**config.mk**
```make
export PLATFORM = sky130hd
export DESIGN_NAME = cmd_rsp_capture
export DESIGN_NICKNAME = d
export VERILOG_FILES = /design/src/rtl/cmdcap_pkg.sv /design/src/rtl/cmdcap_ctrl.sv /design/src/rtl/cmdcap_bytebuf.sv /design/src/rtl/cmdcap_assemble.sv /design/src/rtl/cmd_rsp_capture.sv
export SDC_FILE = /design/constraint.sdc
export NUM_CORES = 1
export LEC_CHECK = 0
export ABC_AREA = 0
export BUFFER_PORTS_ARGS = -buffer_cell sky130_fd_sc_hd__buf_4
export CAP_MARGIN = 20
export CORE_MARGIN = 8
export CORE_UTILIZATION = 40
export DETAILED_ROUTE_END_ITERATION = 8
export PLACE_DENSITY = 0.64
export SLEW_MARGIN = 30
export SYNTH_ARGS = -nofsm -noshare
export SYNTH_HDL_FRONTEND = slang
export SYNTH_SLANG_ARGS = --single-unit
```
**constraint.sdc**
```tcl
create_clock -name clk -period 2.36 [get_ports clk]
set_input_delay 0.354 -clock clk [delete_from_list [all_inputs] [get_ports clk]]
set_output_delay 0.354 -clock clk [all_outputs]
set_load 0.05 [all_outputs]
```
**src/rtl/cmdcap_pkg.sv**
```systemverilog
package cmdcap_pkg;
   // command word bit positions (decoded by software and the card side)
   localparam int CB_RSP  = 6;
   localparam int CB_LONG = 7;
   localparam int CB_EN   = 10;
   // status bit positions
   localparam int SB_TIMEOUT = 2;
   localparam int SB_RSPOK   = 6;
   localparam int SB_SENT    = 7;

   typedef enum logic [1:0] {
      PH_IDLE  = 2'd0,
      PH_ISSUE = 2'd1,
      PH_WAIT  = 2'd2
   } cmd_phase_e;
endpackage

```
**src/rtl/cmdcap_ctrl.sv**
```systemverilog
module cmdcap_ctrl
   import cmdcap_pkg::*;
#(
   parameter int CMD_W = 11,
   parameter int ARG_W = 32
) (
   input  logic             clk,
   input  logic             rst_n,
   input  logic             cmd_wr,
   input  logic [CMD_W-1:0] cmd_word,
   input  logic [ARG_W-1:0] cmd_arg,
   input  logic             rsp_end,
   output logic [CMD_W-1:0] cmd_q,
   output logic [ARG_W-1:0] card_arg,
   output logic             card_req,
   output logic             busy,
   output logic             done,
   output logic             start,
   output logic             capture_open,
   output logic             fin_rsp,
   output logic             fin_nores
);
   cmd_phase_e phase;
   logic       store;

   assign store        = cmd_wr && (phase == PH_IDLE);
   assign start        = store && cmd_word[CB_EN];
   assign card_req     = (phase == PH_ISSUE);
   assign busy         = (phase != PH_IDLE);
   assign capture_open = (phase == PH_WAIT);
   assign fin_nores    = (phase == PH_ISSUE) && !cmd_q[CB_RSP];
   assign fin_rsp      = (phase == PH_WAIT) && rsp_end;

   always_ff @(posedge clk or negedge rst_n) begin
      if (!rst_n) begin
         phase    <= PH_IDLE;
         cmd_q    <= '0;
         card_arg <= '0;
         done     <= 1'b0;
      end else begin
         done <= fin_nores || fin_rsp;
         if (store) cmd_q <= cmd_word;
         if (start) begin
            card_arg <= cmd_arg;
            phase    <= PH_ISSUE;
         end else if (phase == PH_ISSUE) begin
            if (cmd_q[CB_RSP]) begin
               phase <= PH_WAIT;
            end else begin
               phase        <= PH_IDLE;
               cmd_q[CB_EN] <= 1'b0;
            end
         end else if (fin_rsp) begin
            phase        <= PH_IDLE;
            cmd_q[CB_EN] <= 1'b0;
         end
      end
   end


   req_pulse_chk: assert property (@(posedge clk) disable iff (!rst_n)
      card_req |=> !card_req);

   en_while_busy_chk: assert property (@(posedge clk) disable iff (!rst_n)
      busy |-> cmd_q[CB_EN]);

   busy_ignore_chk: assert property (@(posedge clk) disable iff (!rst_n)
      (busy && cmd_wr) |=> $stable(card_arg));
endmodule

```
**src/rtl/cmdcap_bytebuf.sv**
```systemverilog
module cmdcap_bytebuf #(
   parameter int MAX_BYTES = 16,
   parameter int BYTE_W    = 8
) (
   input  logic                              clk,
   input  logic                              rst_n,
   input  logic                              clear,
   input  logic                              open,
   input  logic                              vld,
   input  logic [BYTE_W-1:0]                 din,
   output logic [MAX_BYTES-1:0][BYTE_W-1:0]  bytes_q
);
   localparam int PW = $clog2(MAX_BYTES + 1);

   logic [PW-1:0] ptr;
   logic          wr;

   assign wr = open && vld && (ptr < PW'(MAX_BYTES));

   always_ff @(posedge clk or negedge rst_n) begin
      if (!rst_n) begin
         ptr     <= '0;
         bytes_q <= '0;
      end else if (clear) begin
         ptr <= '0;
      end else if (wr) begin
         ptr <= ptr + 1'b1;
         for (int i = 0; i < MAX_BYTES; i++) begin
            if (ptr == PW'(i)) bytes_q[i] <= din;
         end
      end
   end


   ptr_bound_chk: assert property (@(posedge clk) disable iff (!rst_n)
      ptr <= PW'(MAX_BYTES));
endmodule

```
**src/rtl/cmdcap_assemble.sv**
```systemverilog
module cmdcap_assemble
   import cmdcap_pkg::*;
#(
   parameter int WORD_W    = 32,
   parameter int RSP_WORDS = 4,
   parameter int BYTE_W    = 8,
   parameter int LEN_W     = 8,
   parameter int STAT_W    = 8
) (
   input  logic                                       clk,
   input  logic                                       rst_n,
   input  logic                                       start,
   input  logic                                       fin_rsp,
   input  logic                                       fin_nores,
   input  logic                                       long_req,
   input  logic [LEN_W-1:0]                           len,
   input  logic [RSP_WORDS*WORD_W/BYTE_W-1:0][BYTE_W-1:0] bytes_q,
   output logic [RSP_WORDS-1:0][WORD_W-1:0]           words,
   output logic [STAT_W-1:0]                          status
);
   localparam int BPW         = WORD_W / BYTE_W;
   localparam int SHORT_BYTES = BPW;
   localparam int LONG_BYTES  = RSP_WORDS * BPW;

   logic [RSP_WORDS-1:0][WORD_W-1:0] long_w, short_w;
   logic is_short, is_long, len_ok;

   genvar w, j;
   generate
      for (w = 0; w < RSP_WORDS; w++) begin : g_word
         logic [WORD_W-1:0] packed_w;
         for (j = 0; j < BPW; j++) begin : g_byte
            assign packed_w[WORD_W-1-j*BYTE_W -: BYTE_W] = bytes_q[w*BPW + j];
         end
         if (w == RSP_WORDS - 1) begin : g_last
            assign long_w[w] = {packed_w[WORD_W-1:1], 1'b0};
         end else begin : g_mid
            assign long_w[w] = packed_w;
         end
         if (w == 0) begin : g_first
            assign short_w[w] = packed_w;
         end else begin : g_rest
            assign short_w[w] = '0;
         end
      end
   endgenerate

   assign is_short = (len == LEN_W'(SHORT_BYTES));
   assign is_long  = (len == LEN_W'(LONG_BYTES));
   assign len_ok   = is_long || (is_short && !long_req);

   always_ff @(posedge clk or negedge rst_n) begin
      if (!rst_n) begin
         words  <= '0;
         status <= '0;
      end else if (start) begin
         status <= '0;
      end else if (fin_nores) begin
         status[SB_SENT] <= 1'b1;
      end else if (fin_rsp) begin
         if (len_ok) begin
            words             <= is_long ? long_w : short_w;
            status[SB_RSPOK]  <= 1'b1;
         end else begin
            status[SB_TIMEOUT] <= 1'b1;
         end
      end
   end


   one_flag_chk: assert property (@(posedge clk) disable iff (!rst_n)
      $onehot0(status));

   last_lsb_chk: assert property (@(posedge clk) disable iff (!rst_n)
      words[RSP_WORDS-1][0] == 1'b0);

   keep_on_timeout_chk: assert property (@(posedge clk) disable iff (!rst_n)
      (fin_rsp && !len_ok) |=> $stable(words));
endmodule

```
**src/rtl/cmd_rsp_capture.sv**
```systemverilog
module cmd_rsp_capture
   import cmdcap_pkg::*;
#(
   parameter int WORD_W    = 32,
   parameter int RSP_WORDS = 4,
   parameter int BYTE_W    = 8,
   parameter int IDX_W     = 6,
   parameter int CMD_W     = 11,
   parameter int LEN_W     = 8,
   parameter int STAT_W    = 8
) (
   input  logic                             clk,
   input  logic                             rst_n,
   input  logic                             cmd_wr,
   input  logic [CMD_W-1:0]                 cmd_word,
   input  logic [WORD_W-1:0]                cmd_arg,
   output logic                             busy,
   output logic [CMD_W-1:0]                 cmd_q,
   output logic                             done,
   output logic [STAT_W-1:0]                status,
   output logic [RSP_WORDS-1:0][WORD_W-1:0] rsp_words,
   output logic                             card_req,
   output logic [IDX_W-1:0]                 card_idx,
   output logic [WORD_W-1:0]                card_arg,
   input  logic                             rsp_vld,
   input  logic [BYTE_W-1:0]                rsp_byte,
   input  logic                             rsp_end,
   input  logic [LEN_W-1:0]                 rsp_len
);
   localparam int MAX_BYTES = RSP_WORDS * WORD_W / BYTE_W;

   generate
      if (WORD_W % BYTE_W != 0) begin : g_bad_word
         $error("word width must be a whole number of bytes");
      end
      if (CMD_W <= CB_EN || IDX_W > CB_RSP) begin : g_bad_cmd
         $error("command word too narrow for its fields");
      end
      if (STAT_W <= SB_SENT) begin : g_bad_stat
         $error("status too narrow");
      end
      if ((1 << LEN_W) <= MAX_BYTES) begin : g_bad_len
         $error("length field cannot hold a long reply count");
      end
   endgenerate

   logic start, open, fin_rsp, fin_nores;
   logic [MAX_BYTES-1:0][BYTE_W-1:0] bytes_q;

   cmdcap_ctrl #(.CMD_W(CMD_W), .ARG_W(WORD_W)) u_ctrl (
      .clk(clk), .rst_n(rst_n), .cmd_wr(cmd_wr), .cmd_word(cmd_word),
      .cmd_arg(cmd_arg), .rsp_end(rsp_end), .cmd_q(cmd_q),
      .card_arg(card_arg), .card_req(card_req), .busy(busy), .done(done),
      .start(start), .capture_open(open), .fin_rsp(fin_rsp),
      .fin_nores(fin_nores)
   );

   cmdcap_bytebuf #(.MAX_BYTES(MAX_BYTES), .BYTE_W(BYTE_W)) u_buf (
      .clk(clk), .rst_n(rst_n), .clear(start), .open(open),
      .vld(rsp_vld), .din(rsp_byte), .bytes_q(bytes_q)
   );

   cmdcap_assemble #(.WORD_W(WORD_W), .RSP_WORDS(RSP_WORDS), .BYTE_W(BYTE_W),
                     .LEN_W(LEN_W), .STAT_W(STAT_W)) u_asm (
      .clk(clk), .rst_n(rst_n), .start(start), .fin_rsp(fin_rsp),
      .fin_nores(fin_nores), .long_req(cmd_q[CB_LONG]), .len(rsp_len),
      .bytes_q(bytes_q), .words(rsp_words), .status(status)
   );

   assign card_idx = cmd_q[IDX_W-1:0];


   done_idle_chk: assert property (@(posedge clk) disable iff (!rst_n)
      done |-> (!busy && !cmd_q[CB_EN]));

   done_flag_chk: assert property (@(posedge clk) disable iff (!rst_n)
      done |-> (status != '0));
endmodule

```
==> reports/metrics.csv <==
stage;metric;value;unit
route;routed wire length;28.7;mm
yosys;Post-synth ARST share;100;%
power;Worst VDD drop;500;uV
timing;Max-slew headroom;52.7;%
clock_network;CTS Buf Count;34;
power;P_leak;8.03;nW
critical_path;RR Startpoint;u_ctrl.phase[0];
placed_design;DP Worst Slack;243;ps
critical_path;worst-path cell chain;nand4bb_4 > nand4_2 > mux2_2;
floorplan;Die Area;0.0353;mm^2
outcome;outcome;completed;
route;Wirelength per Cell;20.5;um
critical_path;R2R setup slack;260;ps
clock_network;post-CTS setup buffer count;0;
placed_design;input/output buffers;245;
floorplan;io pins;252;
min_path;min-delay worst type;in -> reg;
placed_design;hpwl dp;18.9;mm
global_routing;global route overflow;0;
timing;Final Skew;18.1;ps
route;1st-pass router iterations;4;
timing;Worst-Margin Slew;710;ps
critical_path;Reg-to-Reg End;u_buf.bytes_q[55];
critical_path;CP Launch Type;flip-flop;
timing;Tcrit/Tclk final;89.1;%
min_path;WHS Endpoint;u_ctrl.phase[1];
yosys;Synth Cell Area;0.0118;mm^2
yosys;Mapped Cells;740;
critical_path;WP data required;2740;ps
global_routing;first-pass GRT wire length;46.1;mm
global_routing;vias in the first global route;7672;
route;1st-iter DRT viols;309;
power;power density cells;754;mW/mm^2
clock_network;Sink Count;308;
clock_network;Max clock buf depth;3;
route;Antenna Violating Nets Remaining;0;
floorplan;core area;0.0293;mm^2
critical_path;crit path max fanout;17;
finish;Layout area overhead;29.5;%
timing;Final WS setup;256;ps
floorplan;starting density of the core;40.2;%
yosys;Synth Warn #;0;
critical_path;Crit path arrival time;2480;ps
finish;Nets;1051;
yosys;Yosys cell types;37;
min_path;Hold Path Stages;2;
global_routing;pin count of the biggest net entering global routing;129;
clock_network;CTS tree;built;
clock_network;clk slew on worst S/H paths;60;ps
timing;Final setup viols;0;
global_routing;GR Util All Layers;16.4;%
yosys;Main synth FF type;dfrtp_1;
critical_path;Worst Setup End Kind;flip-flop;
floorplan;Rows;63;
timing;RSZ-0062 raised after global routing;false;
placed_design;gp weighted congestion;0.715;
timing;max-slew violation count;0;
yosys;number of synthesized register bits;308;
clock_network;Skew-Pair Late Insertion Delay;510;ps
finish;fillers;2512;
timing;Max Clk Rate;475;MHz
yosys;syn_area_per_cell;15.9;um^2
critical_path;cells on worst reg2reg path;3;
finish;share of cells above drive strength 1;53.9;%
timing;min Tclk post-route;2100;ps
floorplan;Die Height;188;um
clock_network;Root Buffer;clkbuf_16;
critical_path;CP Class;reg -> reg;
route;via count;7057;
flow_run;max_cap viols;0;
timing;endpoints failing hold;0;
global_routing;initial antenna violation count;1;
yosys;EDFF count, synth;0;
critical_path;crit path max-delay cell type;nand4bb_4;
clock_network;htree depth;2;
min_path;Hold Path Origin;rsp_end;
floorplan;Die W;188;um
timing;setup TNS;0;ps
finish;ANT cells;0;
route;DRC viols;0;
yosys;Seq/Total Area, Yosys;65.3;%
route;DR vias/cell;5.06;
critical_path;CP peak stage delay;650;ps
[cells by family after synthesis]
kind of cell,Yosys count,share of synthesized area (%)
buffers and inverters,66,3.17
other,1,0.0318
AO/OA/AOI/OAI,108,7.69
flip-flops,308,65.3
multiplexers,201,19.3
AND/OR/NAND/NOR,51,4.00
adder cells (fa/ha/maj),5,0.530
[final cells by class]
cell class | count | area, um^2 | area share (%)
Sequential cell | 308 | 7710 | 50.4
Clock buffer | 43 | 966 | 6.32
Multi-Input combinational cell | 371 | 3780 | 24.7
Tap cell | 390 | 488 | 3.19
Inverter | 6 | 22.5 | 0.147
Timing Repair Buffer | 261 | 2060 | 13.5
Clock inverter | 17 | 265 | 1.74
[sequential cells by signal, indices dropped and copies added (netlist names)]
name / count
u_ctrl.cmd_q: 11
u_ctrl.phase: 2
u_buf.bytes_q: 127
u_ctrl.done: 1
u_asm.status: 3
u_asm.words: 127
u_ctrl.card_arg: 32
u_buf.ptr: 5
[cells in the final DEF, fill, tap and decap left out, types with 3 or more instances in the layout]
cell type   netlist  routed
a21oi_1           7       7
a22o_1           96      96
buf_12            1       7
buf_4            19     252
bufinv_16         0       6
clkbuf_16         0      35
clkbuf_8          0       6
clkinv_2          0       6
clkinvlp_4        0       3
conb_1            1       6
dfrtp_1         308     308
ha_1              5       5
inv_1             6       6
mux2_2          198     198
mux2_4            3       3
nand2_1           8       8
nand4_2           8       8
nand4_4           7       7
nor2_1            5       5
nor2b_1           3       3
o21ai_0           3       3
[timing repair]
item                      in CTS  in global routing
resized for setup              0                  0
hold endpoints to repair      48                  0
hold buffers                   1                  0
[critical path: cells and delay by family (launching register included)]
| family | cells | cell delay (ps) |
|---|---|---|
| simple gates | 2 | 1130 |
| mux | 1 | 370 |
| flops | 1 | 460 |
[metrics by stage]
stage                     cell area, um^2  power, mW  cells  hold WS [ps]  util (%)
after global routing                15300       12.0   1396          26.4      52.1
after global placement              14000       5.95   1335           327      47.9
after detailed placement            14000       5.96   1335           320      47.9
after CTS                           15300       11.7   1396          4.62      52.1
after floorplan                     11800       5.65    745          58.4         -
final                               15300       11.5   1396          31.5      52.1
[routing by layer]
metal | part of all wire, % | up-vias | GRT usage (%)
met5 | 0 | - | 0
met4 | 1.6 | 0 | 4.15
met3 | 7.3 | 36 | 5.26
met2 | 48 | 192 | 25.9
met1 | 44 | 3650 | 21.6
li1 | - | 3179 | -
[synthesized netlist by cell type, drive strengths merged (2+ instances only)]
| library cell | count | area, um^2 |
|---|---|---|
| nor2b | 3 | 18.8 |
| and2 | 2 | 12.5 |
| nand2 | 9 | 36.3 |
| a21oi | 7 | 35.0 |
| mux2 | 201 | 2270 |
| inv | 6 | 22.5 |
| nor3b | 3 | 22.5 |
| ha | 5 | 62.6 |
| clkbuf | 20 | 75.1 |
| a22o | 96 | 841 |
| or3 | 2 | 12.5 |
| nand4bb | 2 | 22.5 |
| nor2 | 5 | 18.8 |
| dfrtp | 308 | 7710 |
| or2 | 2 | 12.5 |
| o21ai | 3 | 15.0 |
| nand4 | 16 | 255 |
| buf | 40 | 277 |
[report_power, final]
| group | internal (mW) | switching, mW | leakage, nW |
|---|---|---|---|
| clock | 3.57 | 2.12 | 0.599 |
| combinational | 0.156 | 0.357 | 3.17 |
| sequential | 5.31 | 0.0188 | 4.26 |
[worst max path at each step]
stage / endpoint / slack (ps) / start / cells past startpoint
finish: u_buf.bytes_q[55] / 260 / u_ctrl.phase[0] / 3
global route: u_buf.bytes_q[61] / 160 / u_ctrl.phase[0] / 3
floorplan: u_asm.words[27] / 690 / u_ctrl.phase[1] / 6
global placement: u_buf.bytes_q[50] / 300 / u_ctrl.phase[0] / 3
detailed placement: u_buf.bytes_q[60] / 240 / u_ctrl.phase[0] / 3
CTS: u_buf.bytes_q[60] / 230 / u_ctrl.phase[0] / 3
No activity file was read; power rests on OpenSTA's default activity.
